### src/rtl/colsel_pkg.sv
package colsel_pkg;

  typedef enum logic [1:0] {
    STD_AUTO  = 2'd0,
    STD_PAL   = 2'd1,
    STD_SECAM = 2'd2,
    STD_NTSC  = 2'd3
  } std_e;

  typedef enum logic [1:0] {
    BAND_NOSYNC = 2'd0,
    BAND_358    = 2'd1,
    BAND_443    = 2'd2
  } band_e;

  localparam logic [2:0] CODE_AUTO  = 3'b110;
  localparam logic [2:0] CODE_PAL   = 3'b100;
  localparam logic [2:0] CODE_SECAM = 3'b101;
  localparam logic [2:0] CODE_NTSC  = 3'b010;

  function automatic logic [2:0] std_code(std_e s);
    case (s)
      STD_PAL:   return CODE_PAL;
      STD_SECAM: return CODE_SECAM;
      STD_NTSC:  return CODE_NTSC;
      default:   return CODE_AUTO;
    endcase
  endfunction

  function automatic logic std_is_443(std_e s);
    return (s != STD_NTSC);
  endfunction

endpackage

### src/rtl/colsel_ident_decode.sv
module colsel_ident_decode
  import colsel_pkg::*;
#(
  parameter int ADC_W   = 8,
  parameter int FULL_MV = 5000,
  parameter int LO_MV   = 1800,
  parameter int HI_MV   = 4300
) (
  input  logic [ADC_W-1:0] adc,
  output band_e            band
);
  localparam int TH_LO = (LO_MV * (2 ** ADC_W)) / FULL_MV;
  localparam int TH_HI = (HI_MV * (2 ** ADC_W)) / FULL_MV;
  localparam logic [ADC_W:0] TH_LO_V = (ADC_W+1)'(TH_LO);
  localparam logic [ADC_W:0] TH_HI_V = (ADC_W+1)'(TH_HI);

  logic [ADC_W:0] adc_x;
  assign adc_x = {1'b0, adc};

  always_comb begin
    if (adc_x < TH_LO_V)      band = BAND_NOSYNC;
    else if (adc_x < TH_HI_V) band = BAND_358;
    else                      band = BAND_443;
  end
endmodule

### src/rtl/colsel_rule.sv
module colsel_rule
  import colsel_pkg::*;
(
  input  std_e  user,
  input  logic  chroma_ok,
  input  logic  field_60,
  input  logic  tv_mode,
  input  band_e band,
  output std_e  res
);
  logic mono_force;

  assign mono_force = !chroma_ok && field_60 && tv_mode &&
                      ((user == STD_AUTO) || (user == STD_NTSC));

  always_comb begin
    if (mono_force)
      res = STD_NTSC;
    else if (user != STD_AUTO)
      res = user;
    else if (band == BAND_358)
      res = STD_NTSC;
    else
      res = STD_AUTO;
  end
endmodule

### src/rtl/colsel_stable.sv
module colsel_stable #(
  parameter int              W       = 2,
  parameter int              STABLE  = 4,
  parameter logic [W-1:0]    RST_VAL = '0
) (
  input  logic         clk,
  input  logic         rst,
  input  logic         tick,
  input  logic [W-1:0] din,
  output logic         commit_en
);
  localparam int CW = $clog2(STABLE + 1);
  localparam logic [CW-1:0] CNT_MAX = CW'(STABLE);
  localparam logic [CW-1:0] CNT_ONE = CW'(1);

  logic [W-1:0]  cand;
  logic [CW-1:0] cnt, cnt_nx;

  always_comb begin
    if (din != cand)        cnt_nx = CNT_ONE;
    else if (cnt == CNT_MAX) cnt_nx = cnt;
    else                    cnt_nx = cnt + CNT_ONE;
    commit_en = tick && (cnt_nx == CNT_MAX);
  end

  always_ff @(posedge clk) begin
    if (rst) begin
      cand <= RST_VAL;
      cnt  <= '0;
    end else if (tick) begin
      cand <= din;
      cnt  <= cnt_nx;
    end
  end
endmodule

### src/rtl/colsel_top.sv
module colsel_top
  import colsel_pkg::*;
#(
  parameter int ADC_W        = 8,
  parameter int FULL_MV      = 5000,
  parameter int LO_MV        = 1800,
  parameter int HI_MV        = 4300,
  parameter int STABLE_TICKS = 4
) (
  input  logic             clk,
  input  logic             rst,
  input  logic             tick,
  input  logic [1:0]       user_sel,
  input  logic             chroma_ok,
  input  logic             field_60,
  input  logic             tv_mode,
  input  logic [ADC_W-1:0] ident_adc,
  output logic [2:0]       sys_code,
  output logic             pal_secam_n,
  output logic [1:0]       std_status
);
  band_e band;
  std_e  res;
  logic  commit_en;

  colsel_ident_decode #(
    .ADC_W(ADC_W), .FULL_MV(FULL_MV), .LO_MV(LO_MV), .HI_MV(HI_MV)
  ) u_decode (
    .adc  (ident_adc),
    .band (band)
  );

  colsel_rule u_rule (
    .user      (std_e'(user_sel)),
    .chroma_ok (chroma_ok),
    .field_60  (field_60),
    .tv_mode   (tv_mode),
    .band      (band),
    .res       (res)
  );

  generate
    if (STABLE_TICKS > 1) begin : g_filter
      colsel_stable #(
        .W(2), .STABLE(STABLE_TICKS), .RST_VAL(2'(STD_AUTO))
      ) u_stable (
        .clk       (clk),
        .rst       (rst),
        .tick      (tick),
        .din       (2'(res)),
        .commit_en (commit_en)
      );
    end else begin : g_direct
      assign commit_en = tick;
    end
  endgenerate

  always_ff @(posedge clk) begin
    if (rst) begin
      sys_code    <= CODE_AUTO;
      pal_secam_n <= 1'b0;
      std_status  <= 2'(STD_AUTO);
    end else if (commit_en) begin
      sys_code    <= std_code(res);
      pal_secam_n <= !std_is_443(res);
      std_status  <= 2'(res);
    end
  end
endmodule

### config.mk
export PLATFORM = sky130hd
export DESIGN_NAME = colsel_top
export DESIGN_NICKNAME = d
export VERILOG_FILES = /design/src/rtl/colsel_pkg.sv /design/src/rtl/colsel_ident_decode.sv /design/src/rtl/colsel_rule.sv /design/src/rtl/colsel_stable.sv /design/src/rtl/colsel_top.sv
export SDC_FILE = /design/constraint.sdc
export NUM_CORES = 1
export LEC_CHECK = 0
export BUFFER_PORTS_ARGS = -buffer_cell sky130_fd_sc_hd__buf_4
export CORE_MARGIN = 2
export CORE_UTILIZATION = 30
export CTS_BUF_LIST = sky130_fd_sc_hd__clkbuf_4
export CTS_CLUSTER_SIZE = 8
export DETAILED_ROUTE_END_ITERATION = 7
export GPL_ROUTABILITY_DRIVEN = 0
export PLACE_DENSITY = 0.53
export SYNTH_ARGS = -nofsm -noshare
export SYNTH_HDL_FRONTEND = slang
export SYNTH_SLANG_ARGS = --single-unit
### constraint.sdc
create_clock -name clk -period 2.2 [get_ports clk]
set_input_delay 0.44 -clock clk [delete_from_list [all_inputs] [get_ports clk]]
set_output_delay 0.44 -clock clk [all_outputs]
set_load 0.005 [all_outputs]
==> Word-level counts from Yosys, hierarchy flattened <==
Cells that the tools add are included.
{ "op_classes": {"addsub": 1, "n_mul": 0, "div_mod_pow": 0, "order_cmp": 2, "eq_ne": 9, "n_shift": 0, "muxes": 8, "n_bitwise": 0, "n_reduce_logical": 9} }
{ "ops": {"columns": ["cell", "n"], "rows": [
  ["2-to-1 mux 2 bit", 5],
  ["case mux 3 bit (3 select lines)", 1],
  ["< comparator 8 x 7 -> 1 bit, second input constant", 1],
  ["< comparator 8 bit, second input constant", 1],
  ["== test 2 bit, second input constant", 3],
  ["== test 3 bit, second input constant", 2],
  ["2-to-1 mux 3 bit", 2],
  ["== test 2 x 1 -> 1 bit, second input constant", 2],
  ["logical AND 1 bit", 4],
  ["adder 3 x 1 -> 3 bit, second input constant", 1],
  ["logical NOT 1 bit", 2],
  ["logical NOT 2 bit", 1],
  ["inequality test 2 bit", 1],
  ["inequality test 2 bit, second input constant", 1],
  ["nonzero test 2 bit", 1],
  ["logical OR 1 bit", 1]
]} }
{ "word_totals": {"reg_bits": 11, "latchBits": 0, "ram_bits": 0, "mem_bits_ro": 0, "out_inout_bits": 6, "memories": 0} }

==> Logic depth before layout (Yosys ltp) <==
Gate-level depths: netlist of the first run.
{ "logic_depth": {"ltp_word": 11, "ltp_mapped": 7} }

==> Hierarchy <==
Synthesis of the first run repeated with hierarchy kept, for this count alone.
{ "unflattened": {"hier_cells": 70, "area_unflattened_um2": 664.4} }
{ "by_module_without_submodules": {"columns": ["mod", "n_inst", "cells_each", "area_per_inst_um2", "seq_area_each_um2"], "rows": [
  ["colsel_stable", 1, 34, 319.1, 100.1],
  ["colsel_top", 1, 24, 260.2, 120.1],
  ["colsel_rule", 1, 7, 53.8, 0.0],
  ["colsel_ident_decode", 1, 5, 31.3, 0.0]
]} }

==> Worst setup path before layout of the first run <==
OpenSTA, ideal clock, no wires.
{ "synth_path": {"path_kind": "input to register", "from": "input port user_sel[0]", "to": "register sys_code[2]", "setup_ns": 0.122, "arrival_ns": 1.989, "t_required_ns": 2.078, "path_slack_ns": 0.089, "stages": 7, "n_path_buf": 0, "path_cell_list": "inv_1 ha_1 and4bb_4 or3_1 o211ai_2 nand3_1 a221o_1"} }
{ "synth_between": {"elab_chain_cells": 8} }
{ "synth_lines": {"columns": ["item", "line_no", "rtl"], "rows": [
  ["start, declared", "colsel_top.sv:13", "input logic [1:0] user_sel,"],
  ["== test 2 bit or logical NOT 2 bit (tied branches)", "colsel_rule.sv:14", "((user == STD_AUTO) || (user == STD_NTSC));"],
  ["logical OR 1 bit", "colsel_rule.sv:14", null],
  ["logical AND 1 bit", "colsel_rule.sv:13", "assign mono_force = !chroma_ok && field_60 && tv_mode &&"],
  ["2-to-1 mux 2 bit *", "colsel_rule.sv:17", "if (mono_force)"],
  ["inequality test 2 bit", "colsel_stable.sv:20", "if (din != cand) cnt_nx = CNT_ONE;"],
  ["2-to-1 mux 3 bit", "colsel_stable.sv:20", null],
  ["== test 3 bit", "colsel_stable.sv:23", "commit_en = tick && (cnt_nx == CNT_MAX);"],
  ["logical AND 1 bit", "colsel_stable.sv:23", null],
  ["end signal, assigned", "colsel_top.sv:64", "sys_code <= std_code(res);"],
  ["end, declared", "colsel_top.sv:18", "output logic [2:0] sys_code,"]
]} }
Every way passes the cells marked *; elsewhere a longest branch is shown, timed or not.
A chain may end at the register's enable or synchronous reset.

==> Final worst setup path of the first run <==
{ "layout_path": {"from": "register g_filter.u_stable.cnt[0]", "to": "register sys_code[2]"} }
{ "layout_between": {"elab_chain_cells": 5} }
{ "layout_lines": {"columns": ["item", "line_no", "rtl"], "rows": [
  ["start, declared", "colsel_stable.sv:17", "logic [CW-1:0] cnt, cnt_nx;"],
  ["start signal, assigned", "colsel_stable.sv:32", "cnt <= cnt_nx;"],
  ["adder 3 x 1 -> 3 bit or == test 3 bit (tied branches)", "colsel_stable.sv:22, colsel_stable.sv:21", null],
  ["2-to-1 mux 3 bit *", "colsel_stable.sv:21", "else if (cnt == CNT_MAX) cnt_nx = cnt;"],
  ["2-to-1 mux 3 bit *", "colsel_stable.sv:20", null],
  ["== test 3 bit *", "colsel_stable.sv:23", null],
  ["logical AND 1 bit *", "colsel_stable.sv:23", null]
]} }
Marked as above.

==> results.md, run 1 <==
* Status: finished clean
* Clock transition at the registers of the reported paths at about 0.07 ns
* Max-cap viol count at 0
* Max Clk Rate at approximately 480 MHz
* Ys async rst share at 0%
* Reg-to-reg endpoint: sys_code[2]$_SDFFE_PP1P_
* Number of I/O pins at 22
* # fillers at approximately 250
* Die height at 54.1 µm
* First-pass GRT wire length at between 2000 and 3000 µm
* Slew headroom at 75.9%
* Reg2Reg Depth at 7
* Cell Chain, Critical Path: inv_1, ha_1, or3b_1, a211oi_2, o21a_2, nand3_1, a221o_1
* Final setup margin at between 0.1 and 0.15 ns
* Skew-Pair Late Insertion Delay at about 0.27 ns
* DR DRC count at 0
* Crit. path cell count at 7
* Cell taking the most area after synthesis: dfxtp_1
* PD cells at about 470 nW/µm²
* Antenna diode count at 0
* Slew Viols, Final at 0
* Bufs on Longest Clock Path at 2
* Clock Sink Count at 11
* Reg area at around 220 µm²
* Crit path max-delay family: compound AO/OA/AOI/OAI gates
* Critical path peak fanout at 4
* Multi-input logic area at 510 µm²
* Drt pass-1 iters at 4
* Cells after synthesis at 82
* Antenna-violating nets left at 0
* Post-Route WL at 1840 µm
* Synthesized net count at approximately 100
* PortBufs at 19
* Delay of the slowest cell on the worst path at about 0.37 ns
* HPWL after DPL at ~1500 µm
* Synth cell types at 39
* Final Cycle Share at a little over nine tenths
* Syn-to-layout area delta at 36.7%
* Worst Skew at approximately 0.0038 ns
* Startpoint types: flip-flop
* Final min period at ~2.1 ns
* Worst path bufs/invs at 1
* Antenna violations before repair at 0
* Leak at 0.403 nW
* Core box area at approximately 2400 µm²
* Vias at between 700 and 800
* CTS buffer count at 3
* Starting density of the core at a little under a third
* CP Class: flip-flop to flip-flop
* Primary FF master, synth: dfxtp_1
* Routed wire per std cell at roughly 13 µm
* Die Wd at approximately 54 µm
* Reg2Reg Launch Point: g_filter.u_stable.cnt[0]$_SDFFE_PP0P_
* Critical Path Start: g_filter.u_stable.cnt[0]$_SDFFE_PP0P_
* Commonest cells after routing, fill and taps aside: 28 x buf_4, 9 x dfxtp_1, 6 x nor2_1
* CTS tree: yes
* Worst EP arrival at ~2.2 ns
* Hold_buf cts at 0
* Layout cells sized above 1 at between 40 and 50%
* Hold WC Path Type: input pin to flip-flop
* Sequential element share of the synthesized area at between 20% and 30%
* Worst R2R Setup Slack at 0.12 ns
* Root Buffer Master: clkbuf_4
* #FFs+latches synth at 11
* Place WS at -0.136 ns
* Syn. warnings at 0
* Final Setup Violations at 0
* Final Hold Vio Count at 0
* Syn Area/Cell at ~9.2 µm²
* Largest net degree at the start of global routing at 13
* Fin cells at 142
* Die area at slightly below 3000 µm²
* Synth Cell Area at ~750 µm²
* Critical Path RT at ~2.4 ns
* DR iter-0 viols at 8
* Via/cell ratio at ~5.5
* Vias in the first global route at 675
* H-tree depth at 1
* Commonest non-fill, non-tap cell in the layout: buf_4
* Total GRT Usage at about an eighth
* Std-Cell Rows at 18
* Critical Path End Type: flip-flop
* EDFF count, synth at 0
* Cells after DPL at between 100 and 150
* Synth top area share at slightly below 30%
* Largest cells by area after synthesis: dfxtp_1 29%, ha_1 6.6%, a311oi_1 4.7%, a2111oi_4 3.7%, o211ai_2 3.3%
* Worst-margin pin slew at 0.360 ns
* NumNets Final at 133
* Maximum VDD drop at ~310 µV
* GRT Residual Overflow at 0
* Critical path's slowest cell: or3b_1
* Crit path to: sys_code[2]$_SDFFE_PP1P_
cells by family (layout without fill, tap and decap cells):
group,Yosys count,count (layout),synth area share (%)
compound gates,34,34,39.4
mux,1,1,1.33
buf+inv,7,37,3.49
simple gates,25,25,19.9
flops,11,11,29.2
fa+ha+maj,4,4,6.64
stage by stage:
stage	utilization, %	instance area [µm²]	power [W]	hold slack, ns	TNS, ns
final	42.3	1030	0.000483	0.431	0
after global routing	42.3	1030	0.000508	0.429	-0.00526
after CTS	41.8	1020	0.000489	0.429	0
after detailed placement	40.5	986	0.000334	0.471	-0.526
after global placement	40.5	986	0.000331	0.464	-0.491
after floorplan	-	753	0.000281	0.464	0
flip-flops by register name (all words and copies together), names as in the netlist:
name,flops
g_filter.u_stable.cand,2
g_filter.u_stable.cnt,3
pal_secam_n,1
std_status,2
sys_code,3
worst register-to-register path: cells and delay by family, from the launching register on:
kind,cells,cell delay [ns]
flip-flops,1,0.36
buffers and inverters,1,0.09
adder cells (fa/ha/maj),1,0.24
AND/OR/NAND/NOR,2,0.47
AO/OA/AOI/OAI,3,0.81
synthesized netlist by cell type (2+ instances only):
cell       instances
o2111ai_1          2
o211a_1            2
inv_1              5
dfxtp_1           11
nand3_1            3
a221oi_1           2
o31ai_1            2
a31oi_1            3
nor2_1             6
or3_1              2
a311oi_1           4
clkbuf_1           2
ha_1               4
o211ai_2           2
nor2b_1            2
a21oi_1            3
o211ai_1           2
nand2_1            3
o21ai_0            2
layout make-up:
type	instances	area share, %
clock buffers	4	2.92
inverters	5	1.82
multi-input cells	64	49.6
flip-flops and latches	11	21.6
well taps	30	3.65
repair buffers	28	20.4
report_power, final:
part,switching (W),internal [W],leakage (nW)
clock,0.0000707,0.0000825,0.0184
sequential,0.00000515,0.000205,0.0902
combinational,0.0000622,0.0000580,0.294
total,0.000138,0.000345,0.403
repair_timing:
item | 4_1_cts | 5_1_grt
buffers inserted | 0 | 1
setup endpoints to repair | 0 | 2
resized for setup | 0 | 3
per-layer routing:
| layer | vias to the layer above | global-route usage [%] | share of wire, % |
|---|---|---|---|
| met5 | - | 0 | 0 |
| met4 | 0 | 5.00 | 0.49 |
| met3 | 2 | 2.50 | 4.0 |
| met2 | 18 | 22.8 | 51 |
| met1 | 371 | 16.3 | 45 |
| li1 | 388 | - | - |
worst min-delay path by stage:
stage,startpoint,end,slack (ns),depth (start not counted)
finish,rst,g_filter.u_stable.cnt[1]$_SDFFE_PP0P_,0.43,2
global placement,pal_secam_n$_SDFFE_PP0P_,pal_secam_n$_SDFFE_PP0P_,0.46,2
floorplan,pal_secam_n$_SDFFE_PP0P_,pal_secam_n$_SDFFE_PP0P_,0.46,2
global route,rst,g_filter.u_stable.cnt[1]$_SDFFE_PP0P_,0.43,2
CTS,rst,g_filter.u_stable.cnt[1]$_SDFFE_PP0P_,0.43,2
detailed placement,pal_secam_n$_SDFFE_PP0P_,pal_secam_n$_SDFFE_PP0P_,0.47,2
Power figures use the tool's default switching activity.
==> run 2: changes to the inputs <==
clock period = 1.77 ns   (was 2.2 ns; I/O delays follow)
==> run 2 against run 1 <==
  * The run now ends with setup timing left
  * Maximum frequency rose by 8.8%
  * Via count rose by 7.8%
  * Register-to-register slack worse by 0.26 ns
  * Flip-flop and latch count unchanged
  * Core utilization up 10 points
  * Final cell count is 9.2% higher
  * Clock power rose by 19%
  * Die area stayed put
  * Critical path depth did not move
  * Clock skew is 0.0022 ns lower
  * Worst setup slack lost 0.26 ns
  * First-iteration DRC count is 13% higher
  * Critical path type unchanged
==> results.md, run 2 (same netlist as run 1, synthesis figures left out) <==
* Hold_buf cts at 0 (unchanged)
* CTS buffer count at 3 (unchanged)
* Skew-Pair Late Insertion Delay at 0.26 ns (was 0.27 ns)
* Starting density of the core at 31.0% (unchanged)
* Critical path's slowest cell: or3b_1 (unchanged)
* Critical Path End Type: flip-flop (unchanged)
* Total GRT Usage at 17.2% (was 13.2%)
* Cell Chain, Critical Path: inv_2, ha_4, or3b_1, a211oi_2, o21a_2, nand3_2, a221o_1 (was inv_1, ha_1, or3b_1, a211oi_2, o21a_2, nand3_1, a221o_1)
* First-pass GRT wire length at 3630 µm (was 2790 µm)
* Clock Sink Count at 11 (unchanged)
* PortBufs at 19 (unchanged)
* Max Clk Rate at 523 MHz (was 480 MHz)
* GRT Residual Overflow at 0 (unchanged)
* Reg area at 223 µm² (unchanged)
* Worst-margin pin slew at 0.461 ns (was 0.360 ns)
* CTS tree: yes (unchanged)
* Post-Route WL at 2250 µm (was 1840 µm)
* Critical path peak fanout at 4 (unchanged)
* Worst Skew at 0.00160 ns (was 0.00382 ns)
* Multi-input logic area at 636 µm² (was 510 µm²)
* Final Hold Vio Count at 0 (unchanged)
* Final Cycle Share at 108% (was 94.6%)
* Bufs on Longest Clock Path at 2 (unchanged)
* Drt pass-1 iters at 4 (unchanged)
* Status: finished, violations left (was finished clean)
* Critical Path RT at 1.92 ns (was 2.36 ns)
* Vias at 840 (was 779)
* Final setup margin at -0.143 ns (was 0.119 ns)
* # fillers at 243 (was 251)
* Failing checks: setup timing
* Via/cell ratio at 5.42 (was 5.49)
* Antenna violations before repair at 0 (unchanged)
* Commonest cells after routing, fill and taps aside: 39 x buf_4, 9 x dfxtp_1, 5 x nor2_1 (was 28 x buf_4, 9 x dfxtp_1, 6 x nor2_1)
* Largest net degree at the start of global routing at 13 (unchanged)
* Syn-to-layout area delta at 70.4% (was 36.7%)
* Top flop regs: g_filter.u_stable.cnt: 3 flops, sys_code: 3 flops (unchanged)
* Die height at 54.1 µm (unchanged)
* CP Class: flip-flop to flip-flop (unchanged)
* Number of I/O pins at 22 (unchanged)
* Leak at 0.479 nW (was 0.403 nW)
* Crit path max-delay family: compound AO/OA/AOI/OAI gates (unchanged)
* Worst path bufs/invs at 1 (unchanged)
* Worst EP arrival at 2.07 ns (was 2.24 ns)
* Cells after DPL at 149 (was 137)
* Maximum VDD drop at 406 µV (was 307 µV)
* H-tree depth at 1 (unchanged)
* Std-Cell Rows at 18 (unchanged)
* Place WS at -0.464 ns (was -0.136 ns)
* Slew headroom at 69.3% (was 75.9%)
* Final Setup Violations at 7 (was 0)
* Fin util at 52.8% (was 42.3%)
* Antenna-violating nets left at 0 (unchanged)
* Root Buffer Master: clkbuf_4 (unchanged)
* Final min period at 1.91 ns (was 2.08 ns)
* Clock transition at the registers of the reported paths at 0.07 ns (about the same)
* Vias in the first global route at 839 (was 675)
* Die Wd at 54.1 µm (unchanged)
* Startpoint types: flip-flop (unchanged)
* Fin cells at 155 (was 142)
* Routed wire per std cell at 14.5 µm (was 13.0 µm)
* Antenna diode count at 0 (unchanged)
* NumNets Final at 146 (was 133)
* DR iter-0 viols at 9 (was 8)
* Die area at 2930 µm² (unchanged)
* DR DRC count at 0 (unchanged)
* Delay of the slowest cell on the worst path at 0.36 ns (was 0.37 ns)
* Commonest non-fill, non-tap cell in the layout: buf_4 (unchanged)
* Max-cap viol count at 0 (unchanged)
* PD cells at 517 nW/µm² (was 469 nW/µm²)
* Slew Viols, Final at 0 (unchanged)
* Hold WC Path Type: input pin to flip-flop (unchanged)
* Core box area at 2430 µm² (unchanged)
* Layout cells sized above 1 at 62.4% (was 40.2%)
* RSZ-0062 raised after global routing: yes
* HPWL after DPL at 1760 µm (was 1500 µm)
run 2: per-stage QoR:
| stage | hold slack, ns | setup TNS, ns | power, W | cell area (µm²) |
|---|---|---|---|---|
| final | 0.360 | -0.564 | 0.000664 | 1280 |
| after global routing | 0.352 | -0.921 | 0.000706 | 1280 |
| after CTS | 0.345 | -0.766 | 0.000662 | 1240 |
| after detailed placement | 0.469 | -3.56 | 0.000455 | 1140 |
| after global placement | 0.464 | -3.33 | 0.000452 | 1140 |
| after floorplan | 0.459 | -1.61 | 0.000373 | 821 |
run 2: timing repair:
action,in CTS,in global routing
buffers inserted,1,1
gates cloned,0,0
gates resized for setup,18,6
endpoints found under the setup margin,9,9
pin swaps,7,8
run 2: per-layer routing:
metal	vias to the layer above	share of wire [%]	GRT usage, %
met1	408	41	18.2
met4	0	0.45	5.00
met2	16	55	34.3
li1	414	-	-
met3	2	3.7	2.50
met5	-	0	0
run 2: where the power goes:
part	switching [W]	total [W]	internal, W
registers	0.00000805	0.000262	0.000254
clock network	0.0000797	0.000182	0.000102
logic	0.000109	0.000220	0.000110
run 2: area by class of cell:
class	count	area share, %
inverters	5	2.63
flip-flops and latches	11	17.3
clock buffers	4	2.34
well taps	30	2.92
repair buffers	41	25.2
multi-input cells	64	49.5
run 2: worst reg2reg max path, cell delays in order (launching register included):
cell and delay [ns]:
dfxtp_2 0.35, inv_2 0.06, ha_4 0.16, or3b_1 0.36
a211oi_2 0.25, o21a_2 0.21, nand3_2 0.09, a221o_1 0.32
run 2: path summary, 6_finish.rpt:
path,slack [ns],depth (start not counted),from,to
max,-0.14,7,g_filter.u_stable.cnt[0]$_SDFFE_PP0P_,sys_code[2]$_SDFFE_PP1P_
min,0.36,2,rst,g_filter.u_stable.cnt[1]$_SDFFE_PP0P_
min reg2reg,0.47,2,pal_secam_n$_SDFFE_PP0P_,pal_secam_n$_SDFFE_PP0P_
max reg2reg,-0.14,7,g_filter.u_stable.cnt[0]$_SDFFE_PP0P_,sys_code[2]$_SDFFE_PP1P_
